===== config.mk =====
export PLATFORM = sky130hd
export DESIGN_NAME = vfx_trap_encoder
export DESIGN_NICKNAME = d
export VERILOG_FILES = /design/src/rtl/vfx_pkg.sv /design/src/rtl/vfx_lane_eval.sv /design/src/rtl/vfx_op_seq.sv /design/src/rtl/vfx_ctrl_reg.sv /design/src/rtl/vfx_trap_encoder.sv
export SDC_FILE = /design/constraint.sdc
export NUM_CORES = 1
export LEC_CHECK = 0
export CAP_MARGIN = 5
export CORE_ASPECT_RATIO = 1.1
export CORE_MARGIN = 5
export CORE_UTILIZATION = 35
export DETAILED_ROUTE_END_ITERATION = 10
export HOLD_SLACK_MARGIN = 0.12
export PLACE_DENSITY = 0.73
export SYNTH_ARGS = -nofsm -noshare
export SYNTH_HDL_FRONTEND = slang
export SYNTH_SLANG_ARGS = --single-unit

===== constraint.sdc =====
create_clock -name clk -period 1.83 [get_ports clk]
set_input_delay 0.366 -clock clk [delete_from_list [all_inputs] [get_ports clk]]
set_output_delay 0.366 -clock clk [all_outputs]
set_load 0.1 [all_outputs]

===== src/rtl/vfx_pkg.sv =====
package vfx_pkg;

  localparam int FLAG_W = 5;

  // Flag bit positions inside a lane's flag vector (and in the enable/flag fields)
  localparam int FB_INV  = 4;
  localparam int FB_DIVZ = 3;
  localparam int FB_OVF  = 2;
  localparam int FB_UNF  = 1;
  localparam int FB_INX  = 0;

  typedef enum logic [3:0] {
    CAUSE_NONE = 4'd0,
    CAUSE_INV  = 4'd1,
    CAUSE_DIVZ = 4'd2,
    CAUSE_OVF  = 4'd3,
    CAUSE_UNF  = 4'd4,
    CAUSE_INX  = 4'd5
  } cause_e;

endpackage


===== src/rtl/vfx_lane_eval.sv =====
module vfx_lane_eval
  import vfx_pkg::*;
(
  input  logic [FLAG_W-1:0] flags,
  input  logic [FLAG_W-1:0] enables,
  input  logic              suppress_inx,
  output cause_e            cause,
  output logic              hit
);

  logic [FLAG_W-1:0] cand;

  assign cand = flags & enables;

  always_comb begin
    cause = CAUSE_NONE;
    if (cand[FB_INV])                       cause = CAUSE_INV;
    else if (cand[FB_DIVZ])                 cause = CAUSE_DIVZ;
    else if (cand[FB_OVF])                  cause = CAUSE_OVF;
    else if (cand[FB_UNF])                  cause = CAUSE_UNF;
    else if (cand[FB_INX] && !suppress_inx) cause = CAUSE_INX;
  end

  assign hit = (cause != CAUSE_NONE);

endmodule


===== src/rtl/vfx_op_seq.sv =====
module vfx_op_seq
  import vfx_pkg::*;
#(
  parameter int NUM_LANES = 4,
  localparam int LANE_W   = $clog2(NUM_LANES)
) (
  input  logic              clk,
  input  logic              rst,
  input  logic              op_start,
  input  logic              single_in,
  input  logic              supp_in,
  input  logic              lane_valid,
  input  logic [LANE_W-1:0] lane_idx,
  input  logic [FLAG_W-1:0] lane_flags,
  input  cause_e            cause,
  input  logic              hit,
  output logic              supp_q,
  output logic              merge_en,
  output logic [FLAG_W-1:0] merge_flags,
  output logic              trap_valid,
  output logic [7:0]        trap_code,
  output logic              op_done,
  output logic              commit,
  output logic [FLAG_W-1:0] sum_flags
);

  localparam logic [LANE_W-1:0] LAST_IDX = LANE_W'(NUM_LANES - 1);

  logic              active_q;
  logic              single_q;
  logic              take;
  logic              last;
  logic [FLAG_W-1:0] sum_next;
  logic [3:0]        idx_nib;

  assign take     = active_q && lane_valid && !op_start;
  assign last     = hit || single_q || (lane_idx == LAST_IDX);
  assign sum_next = sum_flags | lane_flags;
  assign idx_nib  = 4'(lane_idx);

  assign merge_en    = take && last && !hit;
  assign merge_flags = sum_next;

  always_ff @(posedge clk) begin
    if (rst) begin
      active_q   <= 1'b0;
      single_q   <= 1'b0;
      supp_q     <= 1'b0;
      sum_flags  <= '0;
      trap_valid <= 1'b0;
      trap_code  <= '0;
      op_done    <= 1'b0;
      commit     <= 1'b0;
    end else begin
      trap_valid <= 1'b0;
      trap_code  <= '0;
      op_done    <= 1'b0;
      commit     <= 1'b0;
      if (op_start) begin
        active_q  <= 1'b1;
        single_q  <= single_in;
        supp_q    <= supp_in;
        sum_flags <= '0;
      end else if (take) begin
        sum_flags  <= sum_next;
        trap_valid <= hit;
        trap_code  <= hit ? {idx_nib, 4'(cause)} : 8'h00;
        op_done    <= last;
        commit     <= last && !hit;
        if (last) active_q <= 1'b0;
      end
    end
  end

  // a trap always closes the operation
  p_trap_ends_op_r7: assert property (@(posedge clk) disable iff (rst)
    trap_valid |-> op_done);

  // commit and trap are mutually exclusive
  p_commit_excl_r10: assert property (@(posedge clk) disable iff (rst)
    !(trap_valid && commit));

  // a reported cause is always one of the five codes
  p_cause_range_r4: assert property (@(posedge clk) disable iff (rst)
    trap_valid |-> (trap_code[3:0] >= 4'd1 && trap_code[3:0] <= 4'd5));

  // the summary is empty right after a start
  p_start_clears_r9: assert property (@(posedge clk) disable iff (rst)
    op_start |=> (sum_flags == '0));

  // the summary only grows within an operation
  p_sum_grows_r9: assert property (@(posedge clk) disable iff (rst)
    !op_start |=> ((sum_flags & $past(sum_flags)) == $past(sum_flags)));

endmodule


===== src/rtl/vfx_ctrl_reg.sv =====
module vfx_ctrl_reg
  import vfx_pkg::*;
#(
  parameter int CTRL_W  = 32,
  parameter int SUM_POS = 16,
  localparam int SUM_LO = SUM_POS + 8 - FLAG_W
) (
  input  logic              clk,
  input  logic              rst,
  input  logic              wr,
  input  logic [CTRL_W-1:0] wdata,
  input  logic              merge_en,
  input  logic [FLAG_W-1:0] merge_flags,
  output logic [CTRL_W-1:0] ctrl_q
);

  logic [FLAG_W-1:0] flag_nxt;

  for (genvar b = 0; b < FLAG_W; b++) begin : g_merge
    assign flag_nxt[b] = ctrl_q[SUM_LO + b] | merge_flags[b];
  end

  always_ff @(posedge clk) begin
    if (rst) begin
      ctrl_q <= '0;
    end else if (wr) begin
      ctrl_q <= wdata;
    end else if (merge_en) begin
      ctrl_q[SUM_LO +: FLAG_W] <= flag_nxt;
    end
  end

  // the upper byte moves only through an explicit write
  p_mask_stable_r2: assert property (@(posedge clk) disable iff (rst)
    !wr |=> (ctrl_q[CTRL_W-1:CTRL_W-8] == $past(ctrl_q[CTRL_W-1:CTRL_W-8])));

  // merged flags are sticky between writes
  p_flag_sticky_r10: assert property (@(posedge clk) disable iff (rst)
    !wr |=> ((ctrl_q & $past(ctrl_q)) == $past(ctrl_q)));

endmodule


===== src/rtl/vfx_trap_encoder.sv =====
module vfx_trap_encoder
  import vfx_pkg::*;
#(
  parameter int NUM_LANES = 4,
  parameter int CTRL_W    = 32,
  parameter int MASK_POS  = 24,
  parameter int SUM_POS   = 16,
  localparam int LANE_W   = $clog2(NUM_LANES),
  localparam int EN_LO    = MASK_POS + 8 - FLAG_W
) (
  input  logic              clk,
  input  logic              rst,
  input  logic              ctrl_wr,
  input  logic [CTRL_W-1:0] ctrl_wdata,
  input  logic              op_start,
  input  logic              single_elem,
  input  logic              inexact_suppress,
  input  logic              lane_valid,
  input  logic [LANE_W-1:0] lane_idx,
  input  logic [FLAG_W-1:0] lane_flags,
  output logic              trap_valid,
  output logic [7:0]        trap_code,
  output logic              op_done,
  output logic              commit,
  output logic [FLAG_W-1:0] sum_flags,
  output logic [CTRL_W-1:0] ctrl_q
);

  cause_e            cause;
  logic              hit;
  logic              supp_q;
  logic              merge_en;
  logic [FLAG_W-1:0] merge_flags;

  vfx_lane_eval u_eval (
    .flags        (lane_flags),
    .enables      (ctrl_q[EN_LO +: FLAG_W]),
    .suppress_inx (supp_q),
    .cause        (cause),
    .hit          (hit)
  );

  vfx_op_seq #(.NUM_LANES(NUM_LANES)) u_seq (
    .clk         (clk),
    .rst         (rst),
    .op_start    (op_start),
    .single_in   (single_elem),
    .supp_in     (inexact_suppress),
    .lane_valid  (lane_valid),
    .lane_idx    (lane_idx),
    .lane_flags  (lane_flags),
    .cause       (cause),
    .hit         (hit),
    .supp_q      (supp_q),
    .merge_en    (merge_en),
    .merge_flags (merge_flags),
    .trap_valid  (trap_valid),
    .trap_code   (trap_code),
    .op_done     (op_done),
    .commit      (commit),
    .sum_flags   (sum_flags)
  );

  vfx_ctrl_reg #(.CTRL_W(CTRL_W), .SUM_POS(SUM_POS)) u_ctrl (
    .clk         (clk),
    .rst         (rst),
    .wr          (ctrl_wr),
    .wdata       (ctrl_wdata),
    .merge_en    (merge_en),
    .merge_flags (merge_flags),
    .ctrl_q      (ctrl_q)
  );

  // a trap leaves the control register as it was
  p_no_merge_on_trap_r10: assert property (@(posedge clk) disable iff (rst)
    (trap_valid && !$past(ctrl_wr)) |-> $stable(ctrl_q));

  // the lane index in a trap code is a real lane
  p_code_lane_r5: assert property (@(posedge clk) disable iff (rst)
    trap_valid |-> (int'(trap_code[7:4]) < NUM_LANES));

endmodule


==> results of run 1 <==
area by class of cell:
| type | instances | area (µm²) | area share, % |
|---|---|---|---|
| Timing Repair Buffer | 98 | 1370 | 42.2 |
| Sequential cell | 48 | 963 | 29.7 |
| Multi-Input combinational cell | 111 | 747 | 23.0 |
| Clock buffer | 8 | 90.1 | 2.78 |
| Tap cell | 58 | 72.6 | 2.24 |
placed cells by master (no fill, tap or decap), drive strengths merged:
cell           count
dfxtp             48
nand4              1
conb               3
buf               54
o21ai              5
and2               3
nand4bb            1
a32oi              1
nand2              4
nor2              31
clkdlybuf4s50     44
nor2b              2
a221oi             1
nor3               6
clkbuf             8
a21oi              7
a31oi              1
nand3b             2
mux2i             34
a211oi             1
and3b              1
nand4b             1
o32ai              5
a222oi             1
registers in the layout, summed over array words and instances, names as in the netlist:
| signal | flops |
|---|---|
| u_seq.trap_valid | 1 |
| u_seq.supp_q | 1 |
| u_seq.op_done | 1 |
| u_seq.trap_code | 5 |
| u_seq.sum_flags | 5 |
| u_seq.active_q | 1 |
| u_ctrl.ctrl_q | 32 |
| u_seq.single_q | 1 |
| u_seq.commit | 1 |
critical path, delay by kind of cell:
family / cells / cell delay (ps)
buffers and inverters: 2 / 610
AND/OR/NAND/NOR: 1 / 180
AO/OA/AOI/OAI: 2 / 630
kinds of logic after synthesis:
group,after synthesis
flops,48
simple gates,52
compound gates,22
mux,34
buf+inv,13
other cells,1
per-layer routing:
| layer | track usage [%] | wire, µm | share of wire, % |
|---|---|---|---|
| met5 | 0 | 0 | 0 |
| met4 | 2.34 | 31 | 0.66 |
| met3 | 5.26 | 409 | 8.7 |
| met2 | 22.6 | 2130 | 45 |
| met1 | 18.6 | 2130 | 45 |
power by group:
part | leakage (nW) | internal [mW] | switching (mW) | total [mW]
clock network | 0.0455 | 0.308 | 0.322 | 0.631
registers | 0.395 | 1.09 | 0.0533 | 1.15
logic | 0.926 | 0.319 | 0.475 | 0.793
total | 1.37 | 1.72 | 0.850 | 2.57
how the worst max path moves through the flow:
stage,to,cells past startpoint,slack (ps)
3_3_place_gp,u_ctrl.ctrl_q[23]$_SDFFE_PP0P_,5,-2
4_1_cts,u_ctrl.ctrl_q[21]$_SDFFE_PP0P_,5,260
3_5_place_dp,u_ctrl.ctrl_q[21]$_SDFFE_PP0P_,5,-40
6_report,u_ctrl.ctrl_q[21]$_SDFFE_PP0P_,5,250
5_1_grt,u_ctrl.ctrl_q[20]$_SDFFE_PP0P_,5,80
2_1_floorplan,u_ctrl.ctrl_q[19]$_SDFFE_PP0P_,3,20
metrics by stage:
step | hold slack (ps) | setup TNS [ps]
6_report | 493 | 0
5_1_grt | 539 | 0
4_1_cts | 501 | 0
3_5_place_dp | 481 | -153
3_3_place_gp | 466 | -6.27
2_1_floorplan | 451 | 0
==> flow_metrics.py, run 1 <==
metrics = {
    "worst_hold_path": {
        "worstHoldPathType": "register to register",
        "hold_start": "u_seq.supp_q$_SDFFE_PP0P_",
        "min_to": "u_seq.supp_q$_SDFFE_PP0P_",
        "holdPathStages": 2,
    },
    "setup_path": {
        "crit_slowest_cell": "clkdlybuf4s50_1",
        "cp_max_fo": 6,
        "crit_type": "input pin to register",
        "max_stage_delay_ps": 420,
        "crit_arrival_ps": 1780,
        "rr_startpoint": "u_ctrl.ctrl_q[29]$_SDFFE_PP0P_",
        "regToRegEndpoint": "u_ctrl.ctrl_q[21]$_SDFFE_PP0P_",
        "path_cells": "clkdlybuf4s50_1 > a222oi_1 > buf_4 > nand4b_2 > o32ai_1",
        "crit_path_start_kind": "input pin",
        "crit_required_ps": 2030,
        "worst_setup_path_end_kind": "register",
        "startpoint": "lane_flags[2]",
        "r2r.worst_path.cells": 4,
        "regToRegSetupSlack_ps": 360,
    },
    "placement": {
        "pre_cts_ws_ps": -40.6,
        "placed_area_mm2": 0.00315,
        "place_inst": 315,
        "io_buffers": 90,
        "gp_congestion": 0.848,
        "dp_hpwl_um": 3740,
    },
    "grt": {
        "grt_pass1_wl_um": 7680,
        "grt_antenna_before_repair": 0,
        "grt_pass1_vias": 1571,
        "grt_use_total_pct": 14.2,
        "grt_max_degree": 23,
        "grt-ovfl-total": 0,
    },
    "route": {
        "initialDrtViolationCount": 33,
        "via_count": 1559,
        "wl_per_cell_um": 14.6,
        "wl_um": 4700,
        "drc": 0,
        "first_pass_iters": 4,
        "vias_per_cell": 4.83,
        "final_antenna_net_count": 0,
    },
    "timing": {
        "fin_ws_ps": 245,
        "hold_viol": 0,
        "finalSetupViolations": 0,
        "fin_crit_sh_pct": 86.6,
        "rsz0062_at_grt": "no",
        "fmax_ghz": 0.631,
        "finClkSkew_ps": 8.85,
        "finalMaxSlewViolations": 0,
        "post-route-min-period_ps": 1580,
    },
    "die": {
        "pin_count": 94,
        "die_w_um": 77.7,
        "die-area_mm2": 0.00656,
        "rows": 27,
        "core-area_mm2": 0.00497,
        "initial_core_util_pct": 35.5,
        "die_y_um": 84.5,
    },
    "clocking": {
        "numCtsBuffers": 5,
        "ctsResizeCount": 0,
        "clkSlewWorstSetupHoldPaths_ps": 80,
        "clock_latency_ps": 290,
        "cts.sinks": 48,
        "clockBufferDepth": 2,
        "cts_setup_buffers": 0,
        "cts_tree": "yes",
        "cts_root_buf": "clkbuf_8",
        "htreeDepth": 2,
        "holdBufCountCts": 0,
    },
    "run": {
        "maxCapViolCount": 0,
    },
    "layout": {
        "syn2layout_area_growth_pct": 83.8,
        "drive_above_1_share_pct": 24.2,
        "design_area_mm2": 0.00324,
        "diodes": 0,
        "fin_cells": 323,
        "nets": 310,
        "utilization_pct": 65.3,
        "fill_cells": 406,
    },
    "yosys": {
        "syn-mean-instance-area_um2": 10.4,
        "synth_top_area_share_pct": 54.5,
        "yosys.area_share.simple_pct": 14.2,
        "synth_compound_area_share_pct": 8.23,
        "synth-async-reset-ratio_pct": 0,
        "synth_top_family_by_area": "multiplexers",
        "synth_cells": 170,
        "synth.most_common_cell": "dfxtp_1",
        "netlist_top_cells_count": "48 x dfxtp_1, 34 x mux2i_1, 31 x nor2_1, 7 x a21oi_1, 7 x clkbuf_1",
        "synth_top_area_cell": "dfxtp_1",
        "synth_edf_count": 0,
        "synth_cell_types": 24,
        "ys_seq_elements": 48,
        "synth-seq-area-share_pct": 54.5,
        "yosysWarnings": 0,
        "synth.mux.area_fraction_pct": 19.3,
        "synth_area_mm2": 0.00176,
        "synth.area.top_cells": "dfxtp_1 54%, mux2i_1 19%, nor2_1 6.6%, o32ai_1 2.5%, a21oi_1 2.0%",
        "synth_xor_area_share_pct": 0,
        "ys.flop_type": "dfxtp_1",
        "synth_fa_ha_area_share_pct": 0,
    },
    "power": {
        "leakagePower_nw": 1.37,
        "power.density_mw_per_mm2": 793,
        "peakVddDrop_mv": 0.600,
        "p_total_mw": 2.57,
    },
    "run_status": {
        "status": "completed",
    },
}
Power figures use the tool's default switching activity.
==> run 2, diff against run 1 <==
- GPL_ROUTABILITY_DRIVEN: default -> 0
- GPL_TIMING_DRIVEN: default -> 0
==> run 2 against run 1 <==
Sequential power hardly changed. Global-route usage is 0.15 points lower. Count of clock-buffer cells in the layout is 3 lower. Combinational power is 13% lower. Critical path type is now register to output port. Largest power group unchanged.
==> flow_metrics.py, run 2 (synthesized netlist as in run 1, its figures left out) <==
metrics = {
    "clocking": {
        "cts_root_buf": "clkbuf_8",
        "clockBufferDepth": 2,
        "htreeDepth": 2,
        "clock_latency_ps": 300,
        "clkSlewWorstSetupHoldPaths_ps": 80,
        "numCtsBuffers": 5,
        "cts_tree": "yes",
        "cts.sinks": 48,
    },
    "timing": {
        "finalSetupViolations": 0,
        "hold_viol": 0,
        "max_slew.worst_pin.slew_ps": 966,
        "fmax_ghz": 0.556,
        "finClkSkew_ps": 5.89,
        "post-route-min-period_ps": 1800,
        "rsz0062_at_grt": "no",
        "worst_slew_margin_rel_pct": 35.8,
        "fin_crit_sh_pct": 98.2,
        "finalMaxSlewViolations": 0,
        "setup_tns_ps": 0,
    },
    "setup_path": {
        "path_buf_inv": 1,
        "crit_required_ps": 1460,
        "crit_arrival_ps": 1430,
        "crit_path_start_kind": "register",
        "r2r.worst_path.cells": 4,
        "path_cells": "clkdlybuf4s15_1",
        "regToRegSetupSlack_ps": 380,
        "max_stage_delay_ps": 820,
        "crit_type": "register to output port",
        "rr_startpoint": "u_ctrl.ctrl_q[29]$_SDFFE_PP0P_",
        "cp_max_fo": 1,
        "path_delay_family": "buffers and inverters",
        "crit_slowest_cell": "clkdlybuf4s15_1",
        "worst_setup_path_end_kind": "output port",
        "regToRegEndpoint": "u_ctrl.ctrl_q[21]$_SDFFE_PP0P_",
    },
    "die": {
        "die-area_mm2": 0.00656,
        "die_y_um": 84.5,
        "rows": 27,
        "pin_count": 94,
        "die_w_um": 77.7,
        "initial_core_util_pct": 35.5,
        "core-area_mm2": 0.00497,
    },
    "route": {
        "wl_per_cell_um": 14.6,
        "wl_um": 4790,
        "first_pass_iters": 4,
        "initialDrtViolationCount": 62,
        "vias_per_cell": 4.79,
        "via_count": 1566,
        "final_antenna_net_count": 0,
        "drc": 0,
    },
    "layout": {
        "diodes": 0,
        "largest_reg_flops": 32,
        "final_common_cell": "dfxtp_1",
        "syn2layout_area_growth_pct": 64.0,
        "regMostFlops": "u_ctrl.ctrl_q",
        "final_cell_mix": "46 x dfxtp_1, 42 x clkdlybuf4s50_1, 34 x mux2i_1",
        "fill_cells": 432,
        "nets": 314,
        "utilization_pct": 58.3,
        "reg_top3": "u_ctrl.ctrl_q: 32 flops, u_seq.sum_flags: 5 flops, u_seq.trap_code: 5 flops",
        "drive_above_1_share_pct": 23.8,
        "multi_input_area_um2": 763,
        "regArea_um2": 963,
    },
    "worst_hold_path": {
        "holdPathStages": 2,
        "min_to": "u_seq.commit$_SDFF_PP0_",
        "worstHoldPathType": "input pin to register",
        "hold_start": "rst",
    },
    "grt": {
        "grt_use_total_pct": 14.0,
        "grt_pass1_vias": 1592,
        "grt-ovfl-total": 0,
        "grt_max_degree": 16,
        "grt_antenna_before_repair": 0,
        "grt_pass1_wl_um": 7510,
    },
    "placement": {
        "io_buffers": 87,
        "dp_hpwl_um": 3510,
    },
    "run": {
        "maxCapViolCount": 0,
    },
    "power": {
        "peakVddDrop_mv": 0.478,
        "leakagePower_nw": 1.22,
        "power.density_mw_per_mm2": 982,
    },
    "run_status": {
        "status": "completed",
    },
}
run 2: cell types whose count changed in the layout (fill, tap and decap cells not counted), sizes merged:
cell           before  now
clkbuf              8   23
buf                54    8
bufinv              0    3
clkdlybuf4s15       0   34
clkdlybuf4s50      44   42
run 2: worst reg2reg max path: cells and delay by family (launching register included):
kind | cells | cell delay, ps
flops | 1 | 350
compound gates | 2 | 660
simple gates | 1 | 150
buf+inv | 1 | 190
run 2: final cells by class:
type	count	area share, %
clock inverter	3	3.11
clock buffer	5	2.38
multi-input combinational	111	26.4
tap	58	2.51
sequential	48	33.3
timing repair buffer	89	30.1
buffer	13	2.21
run 2: worst max-delay path by stage:
stage | from | endpoint | slack [ps] | cells past startpoint
CTS | u_ctrl.ctrl_q[25]$_SDFFE_PP0P_ | ctrl_q[25] | 0.4 | 1
global route | u_seq.commit$_SDFF_PP0_ | commit | 3 | 1
global placement | lane_flags[2] | u_ctrl.ctrl_q[22]$_SDFFE_PP0P_ | -370 | 4
detailed placement | lane_flags[2] | u_ctrl.ctrl_q[20]$_SDFFE_PP0P_ | -430 | 4
floorplan | u_ctrl.ctrl_q[30]$_SDFFE_PP0P_ | u_ctrl.ctrl_q[19]$_SDFFE_PP0P_ | 20 | 3
finish | u_seq.commit$_SDFF_PP0_ | commit | 30 | 1
run 2: metal layers:
layer | up-vias | track usage, % | wire length, µm
li1 | 785 | - | -
met1 | 718 | 17.3 | 2080
met2 | 61 | 23.2 | 2260
met3 | 2 | 5.47 | 432
met4 | 0 | 2.81 | 17
met5 | - | 0 | 0
run 2: per-stage QoR:
stage / total power [mW] / std cells / setup WS [ps] / hold WS [ps] / area (µm²)
after global placement: 1.84 / 317 / -368 / 468 / 2720
after global routing: 2.94 / 327 / 3.48 / 498 / 2890
after floorplan: 1.63 / 172 / 15.9 / 451 / 1770
after CTS: 2.87 / 327 / 0.421 / 468 / 2930
after detailed placement: 1.84 / 317 / -435 / 480 / 2720
final: 2.84 / 327 / 32.5 / 455 / 2890
run 2: timing repair:
| item | CTS | global route |
|---|---|---|
| gates resized for setup | 122 | 13 |
| buffers inserted | 2 | 0 |
| hold buffers | 0 | 0 |
| setup endpoints to repair | 50 | 14 |
| pin swaps | 1 | 1 |
run 2: where the power goes:
group | switching [mW] | total, mW | leakage (nW) | internal, mW
clock network | 0.348 | 1.03 | 0.0784 | 0.683
registers | 0.0285 | 1.12 | 0.395 | 1.09
logic | 0.480 | 0.687 | 0.751 | 0.207
total | 0.857 | 2.84 | 1.22 | 1.98
